### src/rtl/irqc_pkg.sv
package irqc_pkg;

  typedef enum logic [1:0] {
    RA_STATUS = 2'd0,
    RA_MASK   = 2'd1,
    RA_ENABLE = 2'd2,
    RA_DELAY  = 2'd3
  } reg_addr_e;

  // cause bit positions
  localparam int CB_RX_COPY  = 0;
  localparam int CB_RX_FRAME = 1;
  localparam int CB_RX_LEVEL = 2;
  localparam int CB_TX_COPY  = 3;
  localparam int CB_TX_FRAME = 4;
  localparam int CB_TX_LEVEL = 5;

endpackage

### src/rtl/irqc_cause_store.sv
module irqc_cause_store #(
  parameter int              NC   = 8,
  parameter logic [NC-1:0]   RSVD = '0
) (
  input  logic          clk_i,
  input  logic          rst_ni,
  input  logic          post_vld_i,
  input  logic [NC-1:0] post_bits_i,
  input  logic          rd_clr_i,
  output logic [NC-1:0] stat_q_o,
  output logic [NC-1:0] stat_nxt_o,
  output logic          accepted_o,
  output logic          bad_post_o
);
  logic [NC-1:0] stat_q;
  logic          bad_q;
  logic          hits_rsvd;

  assign hits_rsvd  = |(post_bits_i & RSVD);
  assign accepted_o = post_vld_i && !hits_rsvd;

  // read clears first, a post of the same cycle then survives
  always_comb begin
    stat_nxt_o = rd_clr_i ? '0 : stat_q;
    if (accepted_o) stat_nxt_o = stat_nxt_o | post_bits_i;
  end

  always_ff @(posedge clk_i) begin
    if (!rst_ni) begin
      stat_q <= '0;
      bad_q  <= 1'b0;
    end else begin
      stat_q <= stat_nxt_o;
      bad_q  <= post_vld_i && hits_rsvd;
    end
  end

  assign stat_q_o   = stat_q;
  assign bad_post_o = bad_q;
endmodule

### src/rtl/irqc_cfg.sv
module irqc_cfg
  import irqc_pkg::*;
#(
  parameter int            NC       = 8,
  parameter int            DW       = 16,
  parameter int            DATA_W   = 16,
  parameter logic [NC-1:0] RSVD     = '0,
  parameter logic [NC-1:0] MASK_RST = '0,
  parameter logic [DW-1:0] DLY_RST  = '0
) (
  input  logic              clk_i,
  input  logic              rst_ni,
  input  logic              wr_i,
  input  logic [1:0]        addr_i,
  input  logic [DATA_W-1:0] wdata_i,
  output logic [NC-1:0]     mask_q_o,
  output logic [NC-1:0]     mask_nxt_o,
  output logic              en_q_o,
  output logic              en_nxt_o,
  output logic [DW-1:0]     dly_q_o,
  output logic              force_now_o
);
  logic [NC-1:0] mask_q;
  logic          en_q;
  logic [DW-1:0] dly_q;
  logic [NC-1:0] mask_wr_val;
  logic          mask_sel, en_sel, dly_sel;
  logic          mask_chg, en_rise;

  assign mask_sel    = wr_i && (addr_i == RA_MASK);
  assign en_sel      = wr_i && (addr_i == RA_ENABLE);
  assign dly_sel     = wr_i && (addr_i == RA_DELAY);
  assign mask_wr_val = wdata_i[NC-1:0] & ~RSVD;

  // a rewrite of an identical mask is not a change
  assign mask_chg    = mask_sel && (mask_wr_val != mask_q);
  assign en_rise     = en_sel && wdata_i[0] && !en_q;

  assign mask_nxt_o  = mask_chg ? mask_wr_val : mask_q;
  assign en_nxt_o    = en_sel ? wdata_i[0] : en_q;
  assign force_now_o = mask_chg || en_rise;

  always_ff @(posedge clk_i) begin
    if (!rst_ni) begin
      mask_q <= MASK_RST & ~RSVD;
      en_q   <= 1'b0;
      dly_q  <= DLY_RST;
    end else begin
      mask_q <= mask_nxt_o;
      en_q   <= en_nxt_o;
      if (dly_sel) dly_q <= wdata_i[DW-1:0];
    end
  end

  assign mask_q_o = mask_q;
  assign en_q_o   = en_q;
  assign dly_q_o  = dly_q;
endmodule

### src/rtl/irqc_sched.sv
module irqc_sched #(
  parameter int DW = 16
) (
  input  logic          clk_i,
  input  logic          rst_ni,
  input  logic          pend_nxt_i,
  input  logic          post_req_i,
  input  logic          force_now_i,
  input  logic          nodly_hit_i,
  input  logic [DW-1:0] dly_i,
  output logic [DW-1:0] remain_o,
  output logic          irq_o
);
  // remain == 0: nothing scheduled; remain == k: fires at the k-th edge from now
  logic [DW-1:0] remain_q;
  logic          irq_q;
  logic          want;
  logic [DW-1:0] want_d;
  logic          take;

  assign want   = (post_req_i || force_now_i) && pend_nxt_i;
  assign want_d = (force_now_i || nodly_hit_i) ? '0 : dly_i;
  assign take   = want && ((remain_q == '0) || (want_d < remain_q));

  always_ff @(posedge clk_i) begin
    if (!rst_ni) begin
      remain_q <= '0;
      irq_q    <= 1'b0;
    end else if (!pend_nxt_i) begin
      remain_q <= '0;
      irq_q    <= 1'b0;
    end else if (take && (want_d == '0)) begin
      remain_q <= '0;
      irq_q    <= 1'b1;
    end else if (take) begin
      remain_q <= want_d;
    end else if (remain_q == DW'(1)) begin
      remain_q <= '0;
      irq_q    <= 1'b1;
    end else if (remain_q != '0) begin
      remain_q <= remain_q - DW'(1);
    end
  end

  assign remain_o = remain_q;
  assign irq_o    = irq_q;
endmodule

### src/rtl/irq_ctrl.sv
module irq_ctrl
  import irqc_pkg::*;
#(
  parameter int            NC         = 8,
  parameter int            DW         = 16,
  parameter int            DATA_W     = 16,
  parameter logic [NC-1:0] RSVD_BITS  = 8'hC0,
  parameter logic [NC-1:0] NODLY_BITS = 8'h24,
  parameter logic [NC-1:0] MASK_RST   = 8'h25,
  parameter logic [DW-1:0] DLY_RST    = 16'd8
) (
  input  logic              clk_i,
  input  logic              rst_ni,
  input  logic              cause_vld_i,
  input  logic [NC-1:0]     cause_i,
  input  logic              reg_wr_i,
  input  logic              reg_rd_i,
  input  logic [1:0]        reg_addr_i,
  input  logic [DATA_W-1:0] reg_wdata_i,
  output logic [DATA_W-1:0] reg_rdata_o,
  output logic              bad_post_o,
  output logic              irq_o
);
  logic [NC-1:0]     stat_q, stat_nxt;
  logic [NC-1:0]     mask_q, mask_nxt;
  logic              en_q, en_nxt;
  logic [DW-1:0]     dly_q;
  logic [DW-1:0]     remain_q;
  logic              accepted, force_now, rd_clr;
  logic              pend_nxt, nodly_hit;
  logic [NC-1:0]     live_nxt;
  logic [DATA_W-1:0] rd_mux;
  logic [DATA_W-1:0] rdata_q;

  assign rd_clr = reg_rd_i && (reg_addr_i == RA_STATUS);

  irqc_cause_store #(.NC(NC), .RSVD(RSVD_BITS)) u_store (
    .clk_i      (clk_i),
    .rst_ni     (rst_ni),
    .post_vld_i (cause_vld_i),
    .post_bits_i(cause_i),
    .rd_clr_i   (rd_clr),
    .stat_q_o   (stat_q),
    .stat_nxt_o (stat_nxt),
    .accepted_o (accepted),
    .bad_post_o (bad_post_o)
  );

  irqc_cfg #(
    .NC(NC), .DW(DW), .DATA_W(DATA_W), .RSVD(RSVD_BITS),
    .MASK_RST(MASK_RST), .DLY_RST(DLY_RST)
  ) u_cfg (
    .clk_i      (clk_i),
    .rst_ni     (rst_ni),
    .wr_i       (reg_wr_i),
    .addr_i     (reg_addr_i),
    .wdata_i    (reg_wdata_i),
    .mask_q_o   (mask_q),
    .mask_nxt_o (mask_nxt),
    .en_q_o     (en_q),
    .en_nxt_o   (en_nxt),
    .dly_q_o    (dly_q),
    .force_now_o(force_now)
  );

  assign live_nxt  = stat_nxt & mask_nxt;
  assign pend_nxt  = en_nxt && (|live_nxt);
  assign nodly_hit = |(live_nxt & NODLY_BITS);

  irqc_sched #(.DW(DW)) u_sched (
    .clk_i      (clk_i),
    .rst_ni     (rst_ni),
    .pend_nxt_i (pend_nxt),
    .post_req_i (accepted),
    .force_now_i(force_now),
    .nodly_hit_i(nodly_hit),
    .dly_i      (dly_q),
    .remain_o   (remain_q),
    .irq_o      (irq_o)
  );

  // zero-extended read mux
  always_comb begin
    rd_mux = '0;
    case (reg_addr_i)
      RA_STATUS: rd_mux[NC-1:0] = stat_q;
      RA_MASK:   rd_mux[NC-1:0] = mask_q;
      RA_ENABLE: rd_mux[0]      = en_q;
      default:   rd_mux[DW-1:0] = dly_q;
    endcase
  end

  always_ff @(posedge clk_i) begin
    if (!rst_ni)       rdata_q <= '0;
    else if (reg_rd_i) rdata_q <= rd_mux;
  end

  assign reg_rdata_o = rdata_q;
endmodule

### config.mk
export PLATFORM = sky130hd
export DESIGN_NAME = irq_ctrl
export DESIGN_NICKNAME = d
export VERILOG_FILES = /design/src/rtl/irqc_pkg.sv /design/src/rtl/irqc_cause_store.sv /design/src/rtl/irqc_cfg.sv /design/src/rtl/irqc_sched.sv /design/src/rtl/irq_ctrl.sv
export SDC_FILE = /design/constraint.sdc
export NUM_CORES = 1
export LEC_CHECK = 0
export ABC_AREA = 1
export BUFFER_PORTS_ARGS = -buffer_cell sky130_fd_sc_hd__buf_2
export CAP_MARGIN = 25
export CORE_UTILIZATION = 48
export CTS_BUF_LIST = sky130_fd_sc_hd__clkbuf_8
export CTS_CLUSTER_DIAMETER = 150
export DETAILED_ROUTE_END_ITERATION = 7
export MAX_ROUTING_LAYER = met4
export PLACE_DENSITY = 0.73
export SYNTH_ARGS = -nofsm -noshare
export SYNTH_HDL_FRONTEND = slang
export SYNTH_SLANG_ARGS = --single-unit
export TNS_END_PERCENT = 100
### constraint.sdc
create_clock -name clk_i -period 6.05 [get_ports clk_i]
set_clock_uncertainty 0.15 [all_clocks]
set_input_delay 1.21 -clock clk_i [delete_from_list [all_inputs] [get_ports clk_i]]
set_output_delay 1.21 -clock clk_i [all_outputs]
set_load 0.05 [all_outputs]
==> flow_summary.json <==
{
  "status": "finished, final reports clean",
  "arrival_ns": 4.29,
  "core_sq_um": 7890,
  "rows": 32,
  "hold_path_depth": 2,
  "gp_congestion": 1.01,
  "final.period_utilization": 0.697,
  "ir_drop_v": 0.000173,
  "path_cells": "buf_2, inv_1, nand2_1, nand3_1, nor2_1, nand3_2, nand2_2, inv_1, nor2_4, nand3_4, nor2_1, ha_1, a21oi_1, nor2_1, a211oi_1, o221a_2, nand2_2, nand2_4, nand3_4, nand2_2, nor2_1",
  "synth-simple-area-share": 0.329,
  "hold_violations": 0,
  "power.leakage_nw": 2.08,
  "fmax_mhz": 237,
  "antenna_left": 0,
  "r2r-start": "u_cfg.mask_q_o[7]",
  "cts_tree": "built",
  "cts_buffers": 9,
  "antenna_found_initial": 0,
  "synth-xor-area-share": 0.00220,
  "synth_mux_area_frac": 0,
  "synth_area_sq_um": 3980,
  "hp-start": "reg_rdata_o[12]",
  "grt_pass1_wl_mm": 17.1,
  "cts-hold-fix-buffers": 0,
  "hold_slack_ns": 0.338,
  "vias": 3971,
  "die_x_um": 93.1,
  "syn-num-nets": 638,
  "r2r_end": "u_sched.remain_o[2]",
  "worst_slew_pin_slew_ns": 0.702,
  "drt-initial-drc-count": 237,
  "layout-drive-gt1-share": 0.172,
  "synth_cell_type_count": 36,
  "min_period_ns": 4.22,
  "path_class": "input pin to flip-flop",
  "syn_avg_cell_area_sq_um": 6.75,
  "tns_ns": 0,
  "grt_pass1_vias": 3683,
  "io_buffer_count": 48,
  "die_area_sq_um": 8660,
  "synth_top_family_by_area": "simple AND/OR/NAND/NOR gates",
  "cts-root-buf": "clkbuf_8",
  "synth_top_cell_area_share": 0.337,
  "cp-end-kind": "flip-flop",
  "maxSlewViolCount": 0,
  "crit_end": "u_sched.remain_o[2]",
  "htree_num_levels": 3,
  "critPathLaunchType": "input pin",
  "post-cts-setup-buffer-count": 0,
  "initial_core_util": 0.505,
  "finalSetupViolations": 0,
  "yosys-top-cells-area": "dfxtp_1 (34%), nand2_1 (9.5%), inv_1 (8.9%)",
  "worstPathMaxFanout": 18,
  "synth_top_area_cell": "dfxtp_1",
  "grt_max_degree": 38,
  "cts_sinks": 67,
  "hold_path_class": "flip-flop to flip-flop",
  "synth-seq-cells": 67,
  "dp_hpwl_mm": 7.94,
  "nNetsFinal": 677,
  "crit_top_cell": "nor2_1",
  "boundaryPins": 49,
  "rsz0062_at_grt": "false",
  "cts_resized": 0,
  "ys_warn_count": 0,
  "grt_overflow": 0,
  "grt.total_usage": 0.260,
  "synthAdderAreaFrac": 0.0534,
  "ys.flop_type": "dfxtp_1",
  "antenna_cells": 0,
  "drc": 0,
  "cp.required_ns": 6.13,
  "first_pass_iters": 5,
  "fillers": 757,
  "viasPerCell": 5.40,
  "die_y_um": 93.1,
  "cts_max_path_buffers": 2,
  "wl_mm": 10.4,
  "slew_headroom": 0.531,
  "rrSetupSlack_ns": 2.37,
  "maxCapViolations": 0,
  "insertion_delay_ns": 0.36,
  "powerDensity_nw_per_um2": 230,
  "area_growth_syn_to_layout_pct": 11.5,
  "syn_inst": 590,
  "synth_edf_count": 0,
  "cp_slowest_stage_delay_ns": 0.29,
  "wl_per_cell_um": 14.1,
  "crit_slowest_cell": "ha_1",
  "async_flop_share": 0,
  "critPathLaunch": "reg_wdata_i[5]",
  "clkSlewWorstSetupHoldPaths_ns": 0.08,
  "reg2reg_depth": 19,
  "ys_seq_area_frac": 0.337,
  "synth-compound-area-share": 0.151
}
-- Yosys cell counts (3+ instances only) --
cell type / count
o22ai_1: 5
buf_6: 5
nand3_1: 48
nor3_1: 14
nand2_1: 101
ha_1: 17
nor2_1: 72
a41oi_1: 3
o221a_2: 5
dfxtp_1: 67
o21ai_1: 6
inv_1: 94
nand3b_1: 6
nand2_2: 6
clkbuf_1: 13
inv_2: 6
nand4_1: 3
nor2_2: 16
nand3_4: 3
a21oi_1: 24
o21ai_0: 48
o211ai_1: 8
-- worst min path at each step --
stage | to | slack (ns)
after floorplan | u_store.stat_q_o[6] | 0.29
after global placement | reg_rdata_o[13] | 0.31
after detailed placement | u_store.stat_q_o[6] | 0.32
after CTS | u_store.stat_q_o[6] | 0.33
after global routing | reg_rdata_o[11] | 0.36
final | reg_rdata_o[12] | 0.34
-- metrics by stage --
stage          utilization  setup WS (ns)  instances  power, W  instance area [sq um]
2_1_floorplan            -           2.18        590  0.000592                   3980
5_1_grt              0.563           1.54        736   0.00107                   4440
4_1_cts              0.563           1.86        736   0.00103                   4440
6_report             0.563           1.83        736   0.00102                   4440
3_5_place_dp         0.536           1.51        720  0.000631                   4230
3_3_place_gp         0.536           1.61        720  0.000627                   4230
-- final cells by class --
class | count | area [sq um] | share of cell area
inverters | 101 | 379 | 0.0854
multi-input cells | 401 | 2130 | 0.481
flip-flops and latches | 67 | 1340 | 0.302
well taps | 102 | 128 | 0.0288
repair buffers | 49 | 248 | 0.0558
clock inverters | 7 | 82.6 | 0.0186
clock buffers | 9 | 124 | 0.0279
-- worst max-delay path, delay by kind of cell --
family,cells,cell delay [ns]
AOI/OAI and AO/OA,3,0.54
adders and majority gates,1,0.29
and+or+nand+nor,14,1.94
buffers and inverters,3,0.31
-- cells by family (layout without fill, tap and decap cells) --
group,after synthesis,count (layout)
buffers and inverters,122,166
adders and majority gates,17,17
DFF,67,67
xor gates and xnor gates,1,1
and+or+nand+nor,279,279
AOI/OAI and AO/OA,104,104
-- layout by cell type (no fill, tap or decap), types with 2 or more instances in the layout --
| master | synthesis | routed |
|---|---|---|
| a211oi_1 | 2 | 2 |
| a21oi_1 | 24 | 24 |
| a31oi_1 | 2 | 2 |
| a41oi_1 | 3 | 3 |
| buf_2 | 1 | 48 |
| clkbuf_8 | 0 | 9 |
| clkinvlp_4 | 0 | 2 |
| dfxtp_1 | 67 | 67 |
| ha_1 | 17 | 17 |
| inv_1 | 94 | 94 |
| inv_2 | 6 | 6 |
| inv_6 | 0 | 3 |
| nand2_1 | 101 | 101 |
| nand2_2 | 6 | 6 |
| nand2_4 | 2 | 2 |
| nand3_1 | 48 | 48 |
| nand3_2 | 2 | 2 |
| nand3_4 | 3 | 3 |
| nand3b_1 | 6 | 6 |
| nand4_1 | 3 | 3 |
| nor2_1 | 72 | 72 |
| nor2_2 | 16 | 16 |
| nor3_1 | 14 | 14 |
| nor4_1 | 2 | 2 |
| o211ai_1 | 8 | 8 |
| o21ai_0 | 48 | 48 |
| o21ai_1 | 6 | 6 |
| o221a_2 | 5 | 5 |
| o22ai_1 | 5 | 5 |
-- state kept, by name, summed over array words and instances, names as in the netlist --
name and flops:
u_cfg.mask_q_o 8, u_cfg.dly_q_o 16, u_store.bad_post_o 1, u_store.stat_q_o 8, reg_rdata_o 16, u_cfg.en_q_o 1, u_sched.irq_o 1, u_sched.remain_o 16
-- power by group --
| part | internal, W | switching, W | total (W) |
|---|---|---|---|
| Clock | 0.000197 | 0.000203 | 0.000401 |
| Combinational | 0.0000501 | 0.000107 | 0.000158 |
| Sequential | 0.000456 | 0.00000787 | 0.000464 |
| Total | 0.000704 | 0.000319 | 0.00102 |
-- routing by layer --
layer,track usage,up-vias,part of all wire
met2,0.421,130,0.47
li1,-,1997,-
met1,0.326,1824,0.44
met4,0.0859,0,0.021
met5,-,-,0
met3,0.0520,20,0.062
Power figures use the tool's default switching activity.
